==> config.mk <==
export PLATFORM = sky130hd
export DESIGN_NAME = s2p_sample_rx
export DESIGN_NICKNAME = d
export VERILOG_FILES = /design/src/rtl/s2p_rx_pkg.sv /design/src/rtl/s2p_rx_bitcnt.sv /design/src/rtl/s2p_rx_shreg.sv /design/src/rtl/s2p_rx_hold.sv /design/src/rtl/s2p_rx_fsm.sv /design/src/rtl/s2p_sample_rx.sv
export SDC_FILE = /design/constraint.sdc
export NUM_CORES = 1
export LEC_CHECK = 0
export ABC_AREA = 0
export BUFFER_PORTS_ARGS = -buffer_cell sky130_fd_sc_hd__buf_4
export CORE_ASPECT_RATIO = 1.75
export CORE_UTILIZATION = 55
export CTS_CLUSTER_DIAMETER = 40
export DETAILED_ROUTE_END_ITERATION = 8
export PLACE_DENSITY = 0.81
export SYNTH_ARGS = -nofsm -noshare
export SYNTH_HDL_FRONTEND = slang
export SYNTH_SLANG_ARGS = --single-unit
==> constraint.sdc <==
create_clock -name clk -period 3.1 [get_ports clk]
set_input_delay 0.31 -clock clk [delete_from_list [all_inputs] [get_ports clk]]
set_output_delay 0.31 -clock clk [all_outputs]
set_load 0.1 [all_outputs]
==> src/rtl/s2p_rx_pkg.sv <==
package s2p_rx_pkg;

   typedef enum logic [2:0] {
      ST_PWRUP = 3'd0,
      ST_MSEL  = 3'd1,
      ST_STRM  = 3'd2,
      ST_WAIT  = 3'd3,
      ST_SHIFT = 3'd4,
      ST_EXTRA = 3'd5,
      ST_LOAD  = 3'd6
   } rx_state_e;

endpackage

==> src/rtl/s2p_rx_bitcnt.sv <==
module s2p_rx_bitcnt #(
   parameter int N = 14
) (
   input  logic clk,
   input  logic rst_n,
   input  logic clr_i,
   input  logic inc_i,
   output logic last_o,
   output logic prelast_o
);
   localparam int CW = (N > 2) ? $clog2(N) : 1;

   generate
      if (N < 2) begin : g_bad_width
         $error("s2p_rx_bitcnt: N must be at least 2");
      end
   endgenerate

   logic [CW-1:0] cnt_q;

   always_ff @(posedge clk) begin
      if (!rst_n)      cnt_q <= '0;
      else if (clr_i)  cnt_q <= '0;
      else if (inc_i)  cnt_q <= cnt_q + CW'(1);
   end

   assign last_o    = (cnt_q == CW'(N - 1));
   assign prelast_o = (cnt_q == CW'(N - 2));

endmodule

==> src/rtl/s2p_rx_shreg.sv <==
module s2p_rx_shreg #(
   parameter int N = 14
) (
   input  logic         clk,
   input  logic         rst_n,
   input  logic         en_i,
   input  logic         sdi_i,
   output logic [N-1:0] q_o,
   output logic [N-1:0] next_o
);
   logic [N-1:0] sh_q;

   // MSB-first: new bits enter at bit 0 and move upward
   generate
      for (genvar i = 0; i < N; i++) begin : g_stage
         if (i == 0) begin : g_head
            assign next_o[i] = sdi_i;
         end else begin : g_body
            assign next_o[i] = sh_q[i-1];
         end
         always_ff @(posedge clk) begin
            if (!rst_n)     sh_q[i] <= 1'b0;
            else if (en_i)  sh_q[i] <= next_o[i];
         end
      end
   endgenerate

   assign q_o = sh_q;

endmodule

==> src/rtl/s2p_rx_hold.sv <==
module s2p_rx_hold #(
   parameter int N = 14
) (
   input  logic         clk,
   input  logic         rst_n,
   input  logic         ld_i,
   input  logic [N-1:0] d_i,
   output logic [N-1:0] word_o,
   output logic         rdy_o
);
   logic [N-1:0] word_q;
   logic         rdy_q;

   always_ff @(posedge clk) begin
      if (!rst_n) begin
         word_q <= '0;
         rdy_q  <= 1'b0;
      end else begin
         rdy_q <= ld_i;
         if (ld_i) word_q <= d_i;
      end
   end

   assign word_o = word_q;
   assign rdy_o  = rdy_q;


   rdy_one_clk_chk: assert property (@(posedge clk) disable iff (!rst_n)
      rdy_q |=> !rdy_q);

endmodule

==> src/rtl/s2p_rx_fsm.sv <==
module s2p_rx_fsm
   import s2p_rx_pkg::*;
(
   input  logic clk,
   input  logic rst_n,
   input  logic stream_i,
   input  logic cnt_last_i,
   input  logic cnt_prelast_i,
   output logic sync_o,
   output logic shift_en_o,
   output logic cnt_clr_o,
   output logic ld_stream_o,
   output logic ld_frame_o
);
   rx_state_e state_q, state_d;

   always_ff @(posedge clk) begin
      if (!rst_n) state_q <= ST_PWRUP;
      else        state_q <= state_d;
   end

   always_comb begin
      state_d = state_q;
      unique case (state_q)
         ST_PWRUP: state_d = ST_MSEL;
         ST_MSEL:  state_d = stream_i ? ST_STRM : ST_WAIT;
         ST_STRM:  if (cnt_last_i && !stream_i) state_d = ST_WAIT;
         ST_WAIT:  state_d = stream_i ? ST_STRM : ST_SHIFT;
         ST_SHIFT: if (cnt_prelast_i) state_d = ST_EXTRA;
         ST_EXTRA: state_d = ST_LOAD;
         ST_LOAD:  state_d = ST_WAIT;
         default:  state_d = ST_PWRUP;
      endcase
   end

   logic in_strm, in_shift, in_extra;
   assign in_strm  = (state_q == ST_STRM);
   assign in_shift = (state_q == ST_SHIFT);
   assign in_extra = (state_q == ST_EXTRA);

   assign sync_o      = !(in_strm || in_shift);
   assign shift_en_o  = in_strm || in_shift || in_extra;
   assign ld_stream_o = in_strm && cnt_last_i;
   assign ld_frame_o  = (state_q == ST_LOAD);
   assign cnt_clr_o   = !(in_strm || in_shift) || ld_stream_o;


   pwrup_once_chk: assert property (@(posedge clk) disable iff (!rst_n)
      (state_q == ST_PWRUP) |=> (state_q == ST_MSEL));


   strm_midword_chk: assert property (@(posedge clk) disable iff (!rst_n)
      (in_strm && !cnt_last_i) |=> (state_q == ST_STRM));


   strm_exit_chk: assert property (@(posedge clk) disable iff (!rst_n)
      (in_strm && cnt_last_i && !stream_i) |=> (state_q == ST_WAIT));


   extra_on_last_chk: assert property (@(posedge clk) disable iff (!rst_n)
      in_extra |-> cnt_last_i);

endmodule

==> src/rtl/s2p_sample_rx.sv <==
module s2p_sample_rx #(
   parameter int N = 14
) (
   input  logic         clk,
   input  logic         rst_n,
   input  logic         sdi_i,
   input  logic         stream_i,
   output logic         sync_o,
   output logic         sclk_en_o,
   output logic [N-1:0] word_o,
   output logic         rdy_o
);
   generate
      if (N < 2) begin : g_bad_width
         $error("s2p_sample_rx: N must be at least 2");
      end
   endgenerate

   logic         shift_en, cnt_clr, cnt_last, cnt_prelast;
   logic         ld_stream, ld_frame;
   logic [N-1:0] sh_q, sh_next, word_d;

   s2p_rx_fsm u_fsm (
      .clk           (clk),
      .rst_n         (rst_n),
      .stream_i      (stream_i),
      .cnt_last_i    (cnt_last),
      .cnt_prelast_i (cnt_prelast),
      .sync_o        (sync_o),
      .shift_en_o    (shift_en),
      .cnt_clr_o     (cnt_clr),
      .ld_stream_o   (ld_stream),
      .ld_frame_o    (ld_frame)
   );

   s2p_rx_bitcnt #(.N(N)) u_cnt (
      .clk       (clk),
      .rst_n     (rst_n),
      .clr_i     (cnt_clr),
      .inc_i     (shift_en),
      .last_o    (cnt_last),
      .prelast_o (cnt_prelast)
   );

   s2p_rx_shreg #(.N(N)) u_sh (
      .clk    (clk),
      .rst_n  (rst_n),
      .en_i   (shift_en),
      .sdi_i  (sdi_i),
      .q_o    (sh_q),
      .next_o (sh_next)
   );

   // streaming completes on the edge that takes the last bit
   assign word_d = ld_stream ? sh_next : sh_q;

   s2p_rx_hold #(.N(N)) u_hold (
      .clk    (clk),
      .rst_n  (rst_n),
      .ld_i   (ld_stream || ld_frame),
      .d_i    (word_d),
      .word_o (word_o),
      .rdy_o  (rdy_o)
   );

   assign sclk_en_o = shift_en;


   word_hold_chk: assert property (@(posedge clk) disable iff (!rst_n)
      !rdy_o |-> (word_o == $past(word_o)));

endmodule

==> results.toml <==
[placed_design]
place_congestion = 0.796
dp_hpwl_mm = 2.40
port_buffers = 20
dpl_cell_area_um2 = 1780

[clocking]
cts_tree = "done"
numCtsBuffers = 5
clk_pin_slew_ns = 0.07
cts_root_buf = "clkbuf_8"
clock_latency_ns = 0.29
cts_sinks = 36
ctsHoldBuffers = 0
htree_levels = 2
post-cts-setup-buffer-count = 0
cts_resized = 0
clockBufferDepth = 2

[floorplanning]
dieWidth_um = 43.8
die_area_um2 = 3290
io_pins = 21
coreArea_um2 = 2930
row_count = 26
start_util = 0.574
die_h_um = 75.1

[sta]
relSlewSlack = 0.383
max_freq_mhz = 403
drv_slew = 0
worst_slew_pin_slew_ns = 0.923
hold_viol_final = 0
holdWs_ns = 0.298
setup_viol = 0
min_period_ns = 2.48
rsz0062_at_grt = "no"
fin_crit_sh = 0.800
setup_tns_ns = 0
clock_skew_ns = 0.00535

[setup_path]
r2r-end = "u_sh.next_o[10]$_SDFFE_PN0P_"
crit_end = "sclk_en_o"
ff2ff_setup_slack_ns = 1.05
cp_max_fo = 25
crit_type = "reg -> out"
rr_startpoint = "u_fsm.state_q[2]$_SDFFE_PN0P_"
crit_path_start_kind = "register"
startpoint = "u_fsm.state_q[2]$_SDFFE_PN0P_"
cp_data_arrival_time_ns = 2.17
cp-end-kind = "output port"
required_ns = 2.79
r2r_cells = 3

[finish]
fin_area_um2 = 1880
area_growth_pct = 11.6
layout.nets = 229
fin_util = 0.641
drive_gt1_frac = 0.139
diodes = 0

[logic_synthesis]
synth_ff_type = "dfxtp_1"
synth_top_area_frac = 0.429
post-synth-top-area-cell = "dfxtp_1"
synth_warnings = 0
postSynthAreaPerCell_um2 = 7.89
synth_fp_nets = 220
ys_ff_latch = 36
synth_common_cells = "nand3_1 (49), dfxtp_1 (36), nand2_1 (31)"
ys_types = 27
ys_seq_area_frac = 0.429
yosysMostFrequentCell = "nand3_1"
synth-async-reset-ratio = 0
netlist_instances = 213
synth_area_leaders = "dfxtp_1 (43%), nand3_1 (15%), a41oi_1 (7.3%)"
netlist_area_um2 = 1680
synth_edf_count = 0

[routing]
drtIter0Drc = 59
vias_per_cell = 6.05
route.detailed.drc = 2
vias = 1518
wire_per_inst_um = 14.1
firstDrtPassIters = 6
postRouteAntennaNets = 0
routed_wl_mm = 3.53

[worst_hold_path]
min_from = "rst_n"
hp-class = "in -> reg"

[global_route]
grt_pass1_vias = 1401
grt_use_total = 0.245
grt_overflow = 0
grt_max_degree = 31
antenna_found_initial = 0
grt_pass1_wl_mm = 6.02

[power]
combPwrFrac = 0.135
power_frac_clock = 0.358
seqPwrFrac = 0.507
switching_share = 0.296
power.static_leakage_nw = 0.611
intPower_w = 0.000678
power_per_cell_area_nw_per_um2 = 513
power_switching_w = 0.000285
ir_worst_vdd_v = 0.000404

[outcome]
violations = "DRC"
status = "finished, violations left"

[flow_run]
drv_cap = 0
[cells in the final DEF (no fill, tap or decap), types with 2 or more instances in the layout]
cell      instances
buf_4            22
a31oi_1           3
o21ai_0          16
nand3_1          49
inv_1             5
a41oi_1          14
nor2b_1           2
ha_1              3
a21oi_1          16
nor2_1            3
dfxtp_1          36
clkinv_2          2
nand2_1          31
nand2b_1          3
clkbuf_8          6
nor3_1            2
[cells by family after synthesis]
family                   Yosys count  share of synthesized area
flip-flops                        36                      0.429
adder cells (fa/ha/maj)            3                     0.0223
buffers and inverters             25                     0.0722
AO/OA/AOI/OAI                     53                      0.201
AND/OR/NAND/NOR                   95                      0.271
XOR/XNOR                           1                    0.00521
[sequential cells by signal, summed over array words and instances (netlist names)]
register       flops
u_cnt.cnt_q        4
u_fsm.state_q      3
u_hold.rdy_o       1
u_hold.word_o     14
u_sh.next_o       13
u_sh.q_o           1
[how the worst min path moves through the flow]
| stage | to | cells after the start |
|---|---|---|
| finish | u_fsm.state_q[0]$_SDFFE_PN0P_ | 2 |
| detailed placement | u_sh.q_o[13]$_SDFFE_PN0P_ | 2 |
| global route | u_fsm.state_q[0]$_SDFFE_PN0P_ | 2 |
| CTS | u_fsm.state_q[0]$_SDFFE_PN0P_ | 2 |
| floorplan | u_sh.q_o[13]$_SDFFE_PN0P_ | 2 |
| global placement | u_cnt.cnt_q[0]$_SDFFE_PP0P_ | 1 |
[through the flow]
step / setup WS, ns / total power (W) / cells
floorplan: 1.03 / 0.000610 / 213
global placement: 1.02 / 0.000625 / 243
detailed placement: 0.939 / 0.000630 / 243
CTS: 0.638 / 0.000970 / 251
global route: 0.446 / 0.00100 / 251
finish: 0.619 / 0.000963 / 251
[final cells by class]
| type | count | area (um^2) |
|---|---|---|
| clock buffers | 6 | 82.6 |
| clock inverters | 2 | 10.0 |
| fillers | 247 | 1050 |
| inverters | 5 | 18.8 |
| multi-input cells | 152 | 845 |
| flip-flops and latches | 36 | 721 |
| well taps | 28 | 35.0 |
| repair buffers | 22 | 165 |
[power groups by stage]
| stage | Combinational (W) | Sequential, W | Clock, W |
|---|---|---|---|
| 5_1_grt | 0.000142 | 0.000490 | 0.000372 |
| 3_5_place_dp | 0.000131 | 0.000499 | 0 |
| 6_report | 0.000131 | 0.000488 | 0.000344 |
| 4_1_cts | 0.000131 | 0.000488 | 0.000351 |
| 2_1_floorplan | 0.000110 | 0.000500 | 0 |
| 3_3_place_gp | 0.000127 | 0.000498 | 0 |
[critical path: stages, from the launching register on]
cell,delay (ns)
dfxtp_1,0.84
nand2b_1,0.56
nand2_1,0.17
buf_4,0.30
[routing by layer]
metal | vias to the layer above | track usage | share of wire
li1 | 781 | - | -
met1 | 688 | 0.272 | 0.41
met2 | 38 | 0.420 | 0.51
met3 | 11 | 0.0528 | 0.043
met4 | 0 | 0.146 | 0.035
met5 | - | 0 | 0
No activity file was read; power rests on OpenSTA's default activity.
